### config.mk
export PLATFORM = sky130hd
export DESIGN_NAME = ecd_irq_unit
export DESIGN_NICKNAME = d
export VERILOG_FILES = /design/src/rtl/ecd_pkg.sv /design/src/rtl/ecd_regs.sv /design/src/rtl/ecd_detect.sv /design/src/rtl/ecd_status.sv /design/src/rtl/ecd_irq_unit.sv
export SDC_FILE = /design/constraint.sdc
export NUM_CORES = 1
export LEC_CHECK = 0
export ABC_AREA = 1
export BUFFER_PORTS_ARGS = -buffer_cell sky130_fd_sc_hd__buf_2
export CAP_MARGIN = 25
export CORE_AREA = 4 4 100 102
export CTS_CLUSTER_SIZE = 40
export DETAILED_ROUTE_END_ITERATION = 10
export DIE_AREA = 0 0 104 106
export PLACE_DENSITY = 0.8
export SETUP_SLACK_MARGIN = 0.02
export SYNTH_ARGS = -nofsm -noshare
export SYNTH_HDL_FRONTEND = slang
export SYNTH_HIERARCHICAL = 1
export SYNTH_SLANG_ARGS = --single-unit
export TNS_END_PERCENT = 1
### constraint.sdc
create_clock -name clk -period 1.3 [get_ports clk]
set_clock_uncertainty 0.1 [all_clocks]
set_input_delay 0.26 -clock clk [delete_from_list [all_inputs] [get_ports clk]]
set_output_delay 0.26 -clock clk [all_outputs]
set_load 0.05 [all_outputs]
### src/rtl/ecd_pkg.sv
package ecd_pkg;

    localparam int PORT_W = 8;

    localparam logic [7:0] A_CLEAR  = 8'h01;
    localparam logic [7:0] A_STATUS = 8'h02;
    localparam logic [7:0] A_CTRL   = 8'h03;

    localparam int PORT_BASE   = 'h40;
    localparam int PORT_STRIDE = 16;
    localparam int OFS_RISE    = 2;
    localparam int OFS_FALL    = 3;

    localparam int CLR_OVF_BIT  = 2;
    localparam int CLR_EDGE_BIT = 3;

    // control byte, bit 0 at the bottom
    typedef struct packed {
        logic fall_ie;   // 4
        logic rise_ie;   // 3
        logic master;    // 2
        logic ovf_ie;    // 1
        logic edge_ie;   // 0
    } ctrl_t;

    typedef struct packed {
        logic pending;   // 2
        logic ovf;       // 1
        logic edge_seen; // 0
    } stat_t;

    function automatic logic [7:0] port_addr(input int port, input int ofs);
        return 8'(PORT_BASE + PORT_STRIDE * port + ofs);
    endfunction

endpackage

### src/rtl/ecd_regs.sv
module ecd_regs
    import ecd_pkg::*;
#(
    parameter int NUM_PORTS = 4,
    localparam int W = NUM_PORTS * PORT_W
) (
    input  logic         clk,
    input  logic         rst,
    input  logic         wr,
    input  logic [7:0]   addr,
    input  logic [7:0]   wdata,
    output ctrl_t        ctrl,
    output logic [W-1:0] rise_en,
    output logic [W-1:0] fall_en,
    output logic         clr_edge,
    output logic         clr_ovf
);

    logic ctrl_wr;
    assign ctrl_wr = wr && (addr == A_CTRL);

    always_ff @(posedge clk) begin
        if (rst) begin
            ctrl    <= '0;
            rise_en <= '0;
            fall_en <= '0;
        end else begin
            if (ctrl_wr)
                ctrl <= ctrl_t'(wdata[4:0]);
            for (int p = 0; p < NUM_PORTS; p++) begin
                if (wr && (addr == port_addr(p, OFS_RISE)))
                    rise_en[p*PORT_W +: PORT_W] <= wdata;
                if (wr && (addr == port_addr(p, OFS_FALL)))
                    fall_en[p*PORT_W +: PORT_W] <= wdata;
            end
        end
    end

    assign clr_edge = wr && (addr == A_CLEAR) && wdata[CLR_EDGE_BIT];
    assign clr_ovf  = wr && (addr == A_CLEAR) && wdata[CLR_OVF_BIT];

    AST_CTRL_HOLD: assert property (@(posedge clk) disable iff (rst)
        !ctrl_wr |=> $stable(ctrl));

    AST_CTRL_LOAD: assert property (@(posedge clk) disable iff (rst)
        ctrl_wr |=> (ctrl == ctrl_t'($past(wdata[4:0]))));

endmodule

### src/rtl/ecd_detect.sv
module ecd_detect
    import ecd_pkg::*;
#(
    parameter int NUM_PORTS = 4,
    localparam int W = NUM_PORTS * PORT_W
) (
    input  logic         clk,
    input  logic         rst,
    input  logic [W-1:0] din,
    input  logic [W-1:0] rise_en,
    input  logic [W-1:0] fall_en,
    input  logic         rise_ie,
    input  logic         fall_ie,
    output logic         edge_ev
);

    logic [W-1:0]         din_q;
    logic [NUM_PORTS-1:0] rise_hit;
    logic [NUM_PORTS-1:0] fall_hit;

    // loading during reset keeps the first compare free of false edges
    always_ff @(posedge clk) begin
        din_q <= din;
    end

    for (genvar p = 0; p < NUM_PORTS; p++) begin : g_port
        logic [PORT_W-1:0] cur, prv;
        assign cur = din[p*PORT_W +: PORT_W];
        assign prv = din_q[p*PORT_W +: PORT_W];
        assign rise_hit[p] = |(cur & ~prv & rise_en[p*PORT_W +: PORT_W]);
        assign fall_hit[p] = |(~cur & prv & fall_en[p*PORT_W +: PORT_W]);
    end

    assign edge_ev = (rise_ie && (|rise_hit)) || (fall_ie && (|fall_hit));

    AST_QUIET_INPUT: assert property (@(posedge clk) disable iff (rst)
        $stable(din) |-> !edge_ev);

    AST_NO_SOURCE: assert property (@(posedge clk) disable iff (rst)
        (!rise_ie && !fall_ie) |-> !edge_ev);

endmodule

### src/rtl/ecd_status.sv
module ecd_status
    import ecd_pkg::*;
(
    input  logic  clk,
    input  logic  rst,
    input  logic  edge_ev,
    input  logic  clr_edge,
    input  logic  clr_ovf,
    input  logic  edge_ie,
    input  logic  ovf_ie,
    input  logic  master,
    output stat_t stat,
    output logic  irq
);

    logic edge_q, ovf_q;

    // a new event takes priority over a clear in the same cycle
    always_ff @(posedge clk) begin
        if (rst) begin
            edge_q <= 1'b0;
            ovf_q  <= 1'b0;
        end else begin
            if (edge_ev)
                edge_q <= 1'b1;
            else if (clr_edge)
                edge_q <= 1'b0;
            if (edge_ev && edge_q)
                ovf_q <= 1'b1;
            else if (clr_ovf)
                ovf_q <= 1'b0;
        end
    end

    assign stat.edge_seen = edge_q;
    assign stat.ovf       = ovf_q;
    assign stat.pending   = master && ((edge_q && edge_ie) || (ovf_q && ovf_ie));
    assign irq            = stat.pending;

    AST_EDGE_LATCH: assert property (@(posedge clk) disable iff (rst)
        edge_ev |=> edge_q);

    AST_OVERFLOW_SET: assert property (@(posedge clk) disable iff (rst)
        (edge_ev && edge_q) |=> ovf_q);

    AST_OVERFLOW_CAUSE: assert property (@(posedge clk) disable iff (rst)
        $rose(ovf_q) |-> $past(edge_q));

    AST_EDGE_CLEAR: assert property (@(posedge clk) disable iff (rst)
        (clr_edge && !edge_ev) |=> !edge_q);

    AST_SET_WINS: assert property (@(posedge clk) disable iff (rst)
        (clr_edge && edge_ev) |=> edge_q);

    AST_IRQ_MASTER: assert property (@(posedge clk) disable iff (rst)
        !master |-> !irq);

endmodule

### src/rtl/ecd_irq_unit.sv
module ecd_irq_unit
    import ecd_pkg::*;
#(
    parameter int NUM_PORTS = 4,
    localparam int W = NUM_PORTS * PORT_W
) (
    input  logic         clk,
    input  logic         rst,
    input  logic         bus_wr,
    input  logic [7:0]   bus_addr,
    input  logic [7:0]   bus_wdata,
    output logic [7:0]   bus_rdata,
    input  logic [W-1:0] din,
    output logic         irq
);

    ctrl_t        ctrl;
    stat_t        stat;
    logic [W-1:0] rise_en, fall_en;
    logic         clr_edge, clr_ovf, edge_ev;

    ecd_regs #(.NUM_PORTS(NUM_PORTS)) u_regs (
        .clk      (clk),
        .rst      (rst),
        .wr       (bus_wr),
        .addr     (bus_addr),
        .wdata    (bus_wdata),
        .ctrl     (ctrl),
        .rise_en  (rise_en),
        .fall_en  (fall_en),
        .clr_edge (clr_edge),
        .clr_ovf  (clr_ovf)
    );

    ecd_detect #(.NUM_PORTS(NUM_PORTS)) u_detect (
        .clk     (clk),
        .rst     (rst),
        .din     (din),
        .rise_en (rise_en),
        .fall_en (fall_en),
        .rise_ie (ctrl.rise_ie),
        .fall_ie (ctrl.fall_ie),
        .edge_ev (edge_ev)
    );

    ecd_status u_status (
        .clk      (clk),
        .rst      (rst),
        .edge_ev  (edge_ev),
        .clr_edge (clr_edge),
        .clr_ovf  (clr_ovf),
        .edge_ie  (ctrl.edge_ie),
        .ovf_ie   (ctrl.ovf_ie),
        .master   (ctrl.master),
        .stat     (stat),
        .irq      (irq)
    );

    assign bus_rdata = (bus_addr == A_STATUS) ? {5'b0, stat} : 8'h00;

    AST_RESET_QUIET: assert property (@(posedge clk) disable iff (rst)
        $past(rst) |-> (!irq && bus_rdata[1:0] == 2'b00));

endmodule

Yosys cells after proc, flatten, opt, wreduce, memory -nomap -nowiden
Index checks and enable logic that the tools add are counted.

word-level totals
  logic and storage cells = 80
  register bits after elaboration = 103

operators by class
  bitwise operators = 24
  mux-type cells = 5
  equal/unequal tests = 11
  reductions and logical operators = 24

operators by type and width
  kind                                            number
  bitwise AND 8 bit                               16
  == test 8 x 7 -> 1 bit (second input constant)  8
  inverter 8 bit                                  8
  OR reduction 32 bit                             2
  logical AND 1 bit                               18
  == test 8 x 2 -> 1 bit (second input constant)  2
  == test 8 x 1 -> 1 bit (second input constant)  1
  two-way mux 1 bit                               4
  nonzero test 2 bit                              2
  two-way mux 3 bit                               1
  logical OR 1 bit                                2

Logic depth before layout (Yosys ltp)
Gate-level depths: netlist (run 1).

  depth in word-level cells = 8
  gate-level depth with buffers = 12
  depth with buffers taken out = 12

Cells and area by module
The synthesis (run 1) kept the hierarchy.

modules (own cells, without submodules)
  module        area each (um2)  cells an instance  instances
  ecd_regs      2857.7           409                1
  ecd_detect    1401.3           203                1
  ecd_irq_unit  116.4            26                 1
  ecd_status    113.9            16                 1

Worst setup path after synthesis (run 1)
Ideal clock, no wire load.

  kind = reg-to-output
  start point = reg u_status.ovf_q
  end point = out bus_rdata[2]
  path slack = -1162 ps
  stages on the path, launching flop included = 6
  buffers on the path = 1
  data arrival time = 2102 ps
  path through = dfxtp_1 > nand2_1 > a21boi_1 > buf_4 > inv_1 > nor2_1

between the ends
  cells in the longest elaborated chain, start to end = 4

ends and longest elaborated chain
  element                   RTL line            source
  start: declaration        ecd_status.sv:16    logic edge_q, ovf_q;
  start signal: assignment  ecd_status.sv:22    ovf_q <= 1'b0;
  start signal: assignment  ecd_status.sv:29    ovf_q <= 1'b1;
  start signal: assignment  ecd_status.sv:31    ovf_q <= 1'b0;
  logical AND 1 bit         ecd_status.sv:37    assign stat.pending = master && ((edge_q && edge_ie) || (ovf_q && ovf_ie));
  logical OR 1 bit          ecd_status.sv:37
  logical AND 1 bit         ecd_status.sv:37
  net irq                   ecd_irq_unit.sv:14  output logic irq
  two-way mux 3 bit         ecd_irq_unit.sv:59  assign bus_rdata = (bus_addr == A_STATUS) ? {5'b0, stat} : 8'h00;
  end: declaration          ecd_irq_unit.sv:12  output logic [7:0] bus_rdata,

The timed path passes the listed nets, and every way through them passes these cells.

Final worst setup path (run 1)
  start point = reg u_status.ovf_q
  end point = out bus_rdata[2]

between the ends
  cells in the longest elaborated chain, start to end = 4

ends and longest elaborated chain
  element            RTL line
  logical AND 1 bit  ecd_status.sv:37
  logical OR 1 bit   ecd_status.sv:37
  logical AND 1 bit  ecd_status.sv:37
  two-way mux 3 bit  ecd_irq_unit.sv:59

Every way passes these cells.

==> results.yml, run 1 <==
cells_and_area:
  diodes: 0
  drive_gt1_share_pct: 17.85
  syn_to_final_growth_pct: 25.36
  final_core_util_pct: 61.79
  final_nets: 808
  fin_cells: 873
critical_path:
  critPathMaxStageDelay_ps: 350
  cp-startpoint: "u_status/ovf_q$_SDFFE_PP0P_"
  crit_family: "flip-flops"
  path_class: "flip-flop to output pin"
  r2r-end: "u_status/ovf_q$_SDFFE_PP0P_"
  cp.buffers_inverters: 2
  r2r_slack_ps: -100
  start_kind: "flip-flop"
  endpoint_kind: "output pin"
  cp.required_ps: 940
  r2r-start: "u_detect/din_q[18]$_DFF_P_"
  worstPathMaxFanout: 2
  crit_chain: "nand2_2 > a21boi_4 > inv_2 > nor2_4 > buf_8"
  r2r_cells: 12
  arrival_ps: 1220
  cp_slowest_cell: "dfxtp_2"
  cp.depth: 5
  crit_path_end: "bus_rdata[2]"
floorplanning:
  initial_utilization_pct: 49.29
  ios: 60
  core_area_um2: 9109
  die_width_um: 104
  die_area_um2: 11020
  fp.dieH_um: 106
  num_rows: 35
timing:
  worst_slack_ps: -284.5
  layout_min_cycle_time_ps: 1585
  final-hold-violation-count: 0
  rsz0062_at_grt: "true"
  setup_viol: 6
  whs_ps: 262.2
  tns_ps: -1188
  finalCritPeriodShare_pct: 121.9
  maxSlewViolCount: 0
  fmax_ghz: 0.6311
routing:
  drt-met1-wl_um: 4754
  num_vias: 4239
  routed_wl_um: 10810
  via_per_inst: 4.856
  top_layer: "met4"
  drt_drc_violations_left: 0
  drtIter0Drc: 179
  dr.pass1.iters: 5
  wl_per_cell_um: 12.38
  ant_nets: 0
  dr_wl_met2_um: 5128
  met3_length_um: 644
logic_synthesis:
  synth_warnings: 6
  netlist_top_cells_count: "nand2_1, nor2_1, dfxtp_1, inv_1, nand3_1"
  yosysTopAreaCell: "dfxtp_1"
  seq_area_frac_synth_pct: 45.93
  yosysMostFrequentCell: "nand2_1"
  async_flop_share_pct: 0
  netlist_area_um2: 4489
  synth.avg_cell_area_um2: 6.864
  synth-edff-count: 0
  ys_ff_latch: 103
  synth_area_leaders: "dfxtp_1, nand2_1, nor2_1, nand3_1, inv_1"
  synthFlopType: "dfxtp_1"
  netlist_instances: 654
  yosysTopAreaCellShare_pct: 45.93
  netlist-cell-type-count: 23
clock_tree:
  cts_tree: "done"
  clockBufferDepth: 2
  clock_latency_ps: 360
  htreeDepth: 3
  cts_sinks: 103
  cts_root_buf: "clkbuf_8"
  path_clk_slew_ps: 90
  cts_buffers: 9
placement:
  numPortBuffers: 54
  pre_cts_ws_ps: -223.8
  place.gp.congestion: 0.9015
  dp_hpwl_um: 7610
  dp_cells: 823
status:
  violations: "setup timing"
  status: "finished with violations"
worst_hold_path:
  hold_path_class: "input port to flip-flop"
power:
  powerDensity_nw_per_um2: 1028
  peakVddDrop_uv: 481.0
  leakage_nw: 2.639
global_route:
  grt_overflow_total: 0
  grt_pass1_wl_um: 18510
  grt_usage_pct: 20.45
  grt_max_degree: 70
  antenna_found_initial: 0
  grt_pass1_vias: 4047
flow_run:
  cap_viol_max_count: 0
## report_power, final
| group | switching (W) | total (W) | internal, W |
|---|---|---|---|
| combinational | 0.000293 | 0.000508 | 0.000214 |
| sequential | 0.0000253 | 0.00324 | 0.00321 |
| clock | 0.00105 | 0.00204 | 0.000992 |
| total | 0.00137 | 0.00578 | 0.00442 |
## worst min-delay path, delay by kind of cell
family | cells | cell delay (ps)
buf+inv | 2 | 220
simple gates | 3 | 220
## state kept, by name, indices dropped and copies added, names as in the netlist
| signal | cells |
|---|---|
| u_regs/ctrl | 5 |
| u_status/edge_q | 1 |
| u_regs/fall_en | 32 |
| u_detect/din_q | 32 |
| u_status/ovf_q | 1 |
| u_regs/rise_en | 32 |
## cells in the final DEF, fill, tap and decap left out, types with 2 or more instances in the layout
| cell type | synthesis | layout |
|---|---|---|
| a21oi_1 | 17 | 17 |
| buf_12 | 0 | 6 |
| buf_2 | 4 | 51 |
| buf_4 | 12 | 21 |
| buf_6 | 4 | 2 |
| clkbuf_8 | 0 | 11 |
| clkinv_1 | 6 | 6 |
| clkinv_2 | 0 | 2 |
| conb_1 | 1 | 5 |
| dfxtp_1 | 103 | 95 |
| dfxtp_2 | 0 | 8 |
| dlygate4sd3_1 | 0 | 33 |
| inv_1 | 50 | 49 |
| inv_2 | 4 | 5 |
| nand2_1 | 194 | 191 |
| nand2_2 | 1 | 4 |
| nand3_1 | 48 | 48 |
| nand3_2 | 2 | 2 |
| nand3b_1 | 21 | 21 |
| nor2_1 | 165 | 159 |
| nor2_2 | 1 | 5 |
| nor2_4 | 10 | 12 |
## area by class of cell
class                      instances  area [um^2]
clock buffer                      11        151.4
clock inverter                     5        56.30
fill                             829         3481
inverter                          60        225.2
multi-input combinational        469         2083
sequential                       103         2072
tap                              111        138.9
timing repair buffer             114        900.9
## worst min-delay path by stage
stage	startpoint	endpoint	slack (ps)	cells after the start
after floorplan	din[0]	u_detect/din_q[0]$_DFF_P_	190	0
after global routing	bus_wdata[7]	u_regs/fall_en[15]$_SDFFE_PP0P_	280	5
after CTS	bus_wdata[7]	u_regs/rise_en[7]$_SDFFE_PP0P_	240	5
after global placement	din[3]	u_detect/din_q[3]$_DFF_P_	280	1
final	bus_wdata[7]	u_regs/rise_en[15]$_SDFFE_PP0P_	260	5
after detailed placement	din[2]	u_detect/din_q[2]$_DFF_P_	280	1
## stage by stage
step	power [W]	area, um^2
2_1_floorplan	0.003546	4534
3_3_place_gp	0.003719	5032
3_5_place_dp	0.003733	5032
4_1_cts	0.005844	5618
5_1_grt	0.006037	5628
6_report	0.005783	5628
## cell families after synthesis
logic type | Yosys count | synth area share (%)
buffers and inverters | 86 | 8.974
other | 1 | 0.08353
AOI/OAI and AO/OA | 20 | 2.369
DFF | 103 | 45.93
and+or+nand+nor | 444 | 42.64
## timing repair
item,4_1_cts,5_1_grt
endpoints found under the setup margin,6,72
hold buffers,33,0
endpoints found under the hold margin,34,0
pin swaps,1,2
gates resized for setup,18,3
setup buffers,1,0
## routing by layer
metal / up-vias / global-route usage, %
met2: 135 / 32.82
met3: 23 / 3.522
li1: 2184 / -
met5: - / 0
met4: 0 / 8.642
met1: 1897 / 27.27
(Power assumes the default switching activity.)
==> run 2: changes to the inputs <==
--- a/config.mk
+++ b/config.mk
@@ -13,7 +13,7 @@
 export DETAILED_ROUTE_END_ITERATION = 10
 export DIE_AREA = 0 0 104 106
 export PLACE_DENSITY = 0.8
-export SETUP_SLACK_MARGIN = 0.02
+export SETUP_SLACK_MARGIN = 0.3
 export SYNTH_ARGS = -nofsm -noshare
 export SYNTH_HDL_FRONTEND = slang
 export SYNTH_HIERARCHICAL = 1
==> run 2 against run 1 <==
Compared with the run above:
- the flow still finishes with violations (setup timing)
- setup slack got worse by 4.6 ps
- global-route usage increased by 0.27 points
- sequential share of layout area decreased by 3.0 points
- highest routed layer unchanged
==> results.yml, run 2 (same netlist as run 1, synthesis figures left out) <==
routing:
  drtIter0Drc: 197
  drt_drc_violations_left: 0
  dr.pass1.iters: 7
  wl_per_cell_um: 13.55
  routed_wl_um: 11830
  ant_nets: 0
  num_vias: 4353
  via_per_inst: 4.986
global_route:
  grt_pass1_wl_um: 18710
  grt_pass1_vias: 4080
  grt_max_degree: 70
  grt_usage_pct: 20.72
  grt_overflow_total: 0
  antenna_found_initial: 0
critical_path:
  r2r-end: "u_status/ovf_q$_SDFFE_PP0P_"
  worstPathMaxFanout: 2
  cp.required_ps: 940
  r2r_cells: 12
  path_class: "flip-flop to output pin"
  start_kind: "flip-flop"
  endpoint_kind: "output pin"
  cp_slowest_cell: "dfxtp_2"
  critPathMaxStageDelay_ps: 350
  r2r-start: "u_detect/din_q[18]$_DFF_P_"
  arrival_ps: 1230
  crit_chain: "nand2_2 > a21boi_4 > inv_2 > nor2_4 > buf_8"
  r2r_slack_ps: -150
power:
  power_frac_comb_pct: 10.0
  internal-power_w: 0.004443
  p_sw_share_pct: 24.63
  powerDensity_nw_per_um2: 961.4
  power.switching_w: 0.001452
  seq_power_share_pct: 54.9
  leakage_nw: 2.899
  peakVddDrop_uv: 503.7
  p_clk_share_pct: 35.1
placement:
  pre_cts_ws_ps: -223.8
  dp_cells: 823
  numPortBuffers: 54
  place.gp.congestion: 0.9015
  dp_hpwl_um: 7610
clock_tree:
  clockBufferDepth: 2
  cts_root_buf: "clkbuf_8"
  htreeDepth: 3
  cts_buffers: 9
  cts_sinks: 103
  path_clk_slew_ps: 100
  clock_latency_ps: 370
  cts_tree: "done"
timing:
  rsz0062_at_grt: "true"
  maxSlewViolCount: 0
  setup_viol: 6
  final-hold-violation-count: 0
  layout_min_cycle_time_ps: 1589
  whs_ps: 260.9
  tns_ps: -1266
  slew_headroom_pct: 62.65
  worst_slack_ps: -289.1
  fmax_ghz: 0.6293
  tightest_slew_ps: 559.6
  finalCritPeriodShare_pct: 122.2
worst_hold_path:
  min_from: "bus_addr[6]"
  hold_path_class: "input port to flip-flop"
  holdPathEnd: "u_regs/ctrl[0]$_SDFFE_PP0P_"
  hold_depth: 6
cells_and_area:
  final_nets: 808
  fin_cells: 873
  syn_to_final_growth_pct: 36.59
  drive_gt1_share_pct: 30.18
  final_core_util_pct: 67.32
  diodes: 0
  top_regs: "u_detect/din_q: 32 flops, u_regs/fall_en: 32 flops, u_regs/rise_en: 32 flops"
  layout_common_cells: "nand2_1, nor2_1, dfxtp_1, inv_1, buf_2"
floorplanning:
  num_rows: 35
  core_area_um2: 9109
  ios: 60
  die_area_um2: 11020
  initial_utilization_pct: 49.29
  fp.dieH_um: 106
  die_width_um: 104
status:
  status: "finished with violations"
  violations: "setup timing"
flow_run:
  cap_viol_max_count: 0
run 2: cell counts in the layout (fill, tap and decap cells not counted):
Identical to the previous run, type by type.
run 2: area by class of cell:
cell class | count | area [um^2]
Sequential cell | 103 | 2072
Inverter | 60 | 235.2
Clock buffer | 11 | 151.4
Multi-Input combinational cell | 469 | 2516
Clock inverter | 5 | 56.30
Timing Repair Buffer | 114 | 962.2
Fill cell | 743 | 2977
Tap cell | 111 | 138.9
run 2: critical path, delay by kind of cell (launching register included):
kind / cells / cell delay [ps]
flip-flops: 1 / 350
buffers and inverters: 2 / 210
AO/OA/AOI/OAI: 1 / 160
AND/OR/NAND/NOR: 2 / 160
run 2: how the worst max path moves through the flow:
stage	start	end	slack (ps)	cells after the start
after floorplan	u_status/edge_q$_SDFFE_PP0P_	bus_rdata[2]	-260	5
after global placement	bus_addr[3]	u_regs/fall_en[3]$_SDFFE_PP0P_	-160	7
after detailed placement	bus_addr[3]	u_regs/fall_en[7]$_SDFFE_PP0P_	-220	7
after CTS	u_regs/ctrl[1]$_SDFFE_PP0P_	bus_rdata[2]	-300	5
after global routing	u_status/ovf_q$_SDFFE_PP0P_	bus_rdata[2]	-360	5
final	u_status/ovf_q$_SDFFE_PP0P_	bus_rdata[2]	-290	5
run 2: routing by layer:
metal / GRT usage [%] / share of wire, % / up-vias
li1: - / - / 2187
met1: 27.35 / 43 / 2012
met2: 33.43 / 50 / 127
met3: 3.461 / 4.4 / 27
met4: 9.307 / 3.0 / 0
met5: 0 / 0 / -
run 2: repair_timing:
item                       CTS  global route
hold endpoints to repair    34             0
pin swaps                   22           108
hold buffers                33             0
setup buffers                1             0
setup endpoints to repair   31            75
resized for setup           42           125
run 2: through the flow:
step | power [W] | instance area (um^2)
final | 0.005895 | 6132
after global routing | 0.006124 | 6132
after CTS | 0.005862 | 5713
after detailed placement | 0.003733 | 5032
after global placement | 0.003719 | 5032
after floorplan | 0.003546 | 4534
run 2: power groups by stage:
| stage | clock network (W) | registers (W) | logic (W) |
|---|---|---|---|
| floorplan | 0 | 0.00330 | 0.000244 |
| global placement | 0 | 0.00331 | 0.000413 |
| detailed placement | 0 | 0.00331 | 0.000424 |
| CTS | 0.00210 | 0.00324 | 0.000521 |
| global route | 0.00224 | 0.00325 | 0.000636 |
| finish | 0.00207 | 0.00324 | 0.000587 |
==> run 3: changes to the inputs <==
--- a/config.mk
+++ b/config.mk
@@ -8,11 +8,11 @@
 export ABC_AREA = 1
 export BUFFER_PORTS_ARGS = -buffer_cell sky130_fd_sc_hd__buf_2
 export CAP_MARGIN = 25
-export CORE_AREA = 4 4 100 102
+export CORE_AREA = 4 4 96 98
 export CTS_CLUSTER_SIZE = 40
 export DETAILED_ROUTE_END_ITERATION = 10
-export DIE_AREA = 0 0 104 106
-export PLACE_DENSITY = 0.8
+export DIE_AREA = 0 0 100 102
+export PLACE_DENSITY = 0.85
 export SETUP_SLACK_MARGIN = 0.3
 export SYNTH_ARGS = -nofsm -noshare
 export SYNTH_HDL_FRONTEND = slang
==> run 3 against run 2 <==
Compared with the run above:
- combinational power up 3.6%
- first-iteration DRC count up 86%
- count of clock-buffer cells in the layout down 2
- highest routed layer unchanged
- setup slack worse by 3.0 ps
- total power up 9.3%
- utilization up 6.3 points
- clock power up 26%
- largest power group unchanged
- die area down 7.5%
- critical endpoint unchanged
- the run still ends with setup timing left
==> results.yml, run 3 (same netlist as run 1, synthesis figures left out) <==
status:
  status: "finished with violations"
  violations: "setup timing"
global_route:
  antenna_found_initial: 0
  grt_pass1_wl_um: 18780
  grt_max_degree: 62
  grt_overflow_total: 0
  grt_usage_pct: 23.22
  grt_pass1_vias: 4140
floorplanning:
  die_area_um2: 10200
  ios: 60
  initial_utilization_pct: 53.03
  die_width_um: 100
  fp.dieH_um: 102
  core_area_um2: 8466
  num_rows: 34
clock_tree:
  path_clk_slew_ps: 90
  cts_root_buf: "clkbuf_8"
  cts_sinks: 103
  clock_latency_ps: 360
  cts_buffers: 9
  htreeDepth: 3
  clockBufferDepth: 2
  cts_tree: "done"
power:
  power_w: 0.006444
  leakage_nw: 2.917
  powerDensity_nw_per_um2: 1034
  peakVddDrop_uv: 623.8
cells_and_area:
  drive_gt1_share_pct: 30.45
  syn_to_final_growth_pct: 38.82
  fill_cells: 529
  layout_common_cells: "nand2_1, nor2_1, dfxtp_1, inv_1, buf_2"
  final_core_util_pct: 73.62
  diodes: 0
  top_regs: "u_detect/din_q: 32 flops, u_regs/fall_en: 32 flops, u_regs/rise_en: 32 flops"
  final_common_cell: "nand2_1"
  final_nets: 808
  fin_cells: 870
critical_path:
  path_class: "flip-flop to output pin"
  arrival_ps: 1230
  endpoint_kind: "output pin"
  start_kind: "flip-flop"
  cp.required_ps: 940
  worstPathMaxFanout: 2
routing:
  drt_drc_violations_left: 0
  wl_per_cell_um: 15.58
  via_per_inst: 5.346
  ant_nets: 0
  routed_wl_um: 13550
  num_vias: 4651
  dr.pass1.iters: 5
  drtIter0Drc: 367
timing:
  rsz0062_at_grt: "true"
  tightest_slew_ps: 611.7
  layout_min_cycle_time_ps: 1592
  worst_slack_ps: -292.1
  final-hold-violation-count: 0
  fmax_ghz: 0.6281
  whs_ps: 265.2
  finalCritPeriodShare_pct: 122.5
  maxSlewViolCount: 0
  slew_headroom_pct: 59.17
  setup_viol: 6
placement:
  dp_cells: 820
  numPortBuffers: 54
  place.gp.congestion: 0.9058
  dp_hpwl_um: 7687
flow_run:
  cap_viol_max_count: 0
worst_hold_path:
  hold_path_class: "input port to flip-flop"
==> run 3: cell count changes in the layout (fill, tap and decap cells not counted), moves of 2 or more <==
cell | before | now
bufinv_16 | 1 | 4
clkbuf_8 | 11 | 9
dfxtp_1 | 95 | 98
dfxtp_2 | 8 | 5
inv_4 | 0 | 2
nor2_1 | 137 | 132
nor2_2 | 17 | 15
nor2_4 | 22 | 29
==> run 3: repair_timing <==
action                                  CTS  global route
resized for setup                        61           115
pin swaps                                49           115
hold buffers                             33             0
buffers inserted                          0             1
endpoints found under the setup margin   46            75
endpoints found under the hold margin    34             0
==> run 3: final cells by class <==
cell class | count | area [um^2] | area share, %
clock buffers | 9 | 123.9 | 1.988
clock inverters | 7 | 142.6 | 2.289
inverters | 60 | 230.2 | 3.694
multi-input cells | 469 | 2566 | 41.18
flip-flops and latches | 103 | 2068 | 33.19
well taps | 108 | 135.1 | 2.168
repair buffers | 114 | 965.9 | 15.50
==> run 3: path summary, 6_finish.rpt <==
check,startpoint,end,slack (ps),cells past startpoint
max reg2reg,u_detect/din_q[22]$_DFF_P_,u_status/ovf_q$_SDFFE_PP0P_,-200,11
min,bus_wdata[3],u_status/edge_q$_SDFFE_PP0P_,270,6
min reg2reg,u_regs/fall_en[18]$_SDFFE_PP0P_,u_regs/fall_en[18]$_SDFFE_PP0P_,380,2
max,u_regs/ctrl[1]$_SDFFE_PP0P_,bus_rdata[2],-290,5
==> run 3: layer usage <==
| layer | GRT usage [%] | wire length [um] | vias up |
|---|---|---|---|
| met5 | 0 | 0 | - |
| met4 | 10.26 | 680 | 0 |
| met2 | 40.94 | 6728 | 245 |
| met1 | 27.91 | 5083 | 2148 |
| li1 | - | - | 2194 |
| met3 | 3.959 | 1059 | 64 |
==> run 3: where the power goes <==
part / switching (W) / leakage (nW) / internal (W)
Sequential: 0.0000291 / 0.844 / 0.00321
Clock: 0.00111 / 0.134 / 0.00148
Combinational: 0.000362 / 1.94 / 0.000246
Total: 0.00150 / 2.92 / 0.00494
==> run 3: worst max-delay path, cell delays in order, from the launching register on <==
cell      delay, ps
dfxtp_2         350
nand2_2          70
a21boi_4        160
inv_2            60
nor2_4           90
buf_8           150
==> run 3: metrics by stage <==
step | setup slack, ps | setup TNS [ps] | area [um^2]
after global routing | -348.5 | -1749 | 6232
after floorplan | -263.5 | -771.5 | 4534
final | -292.1 | -1347 | 6232
after CTS | -298.4 | -1046 | 5819
after global placement | -154.4 | -5515 | 5029
after detailed placement | -222.6 | -8855 | 5029
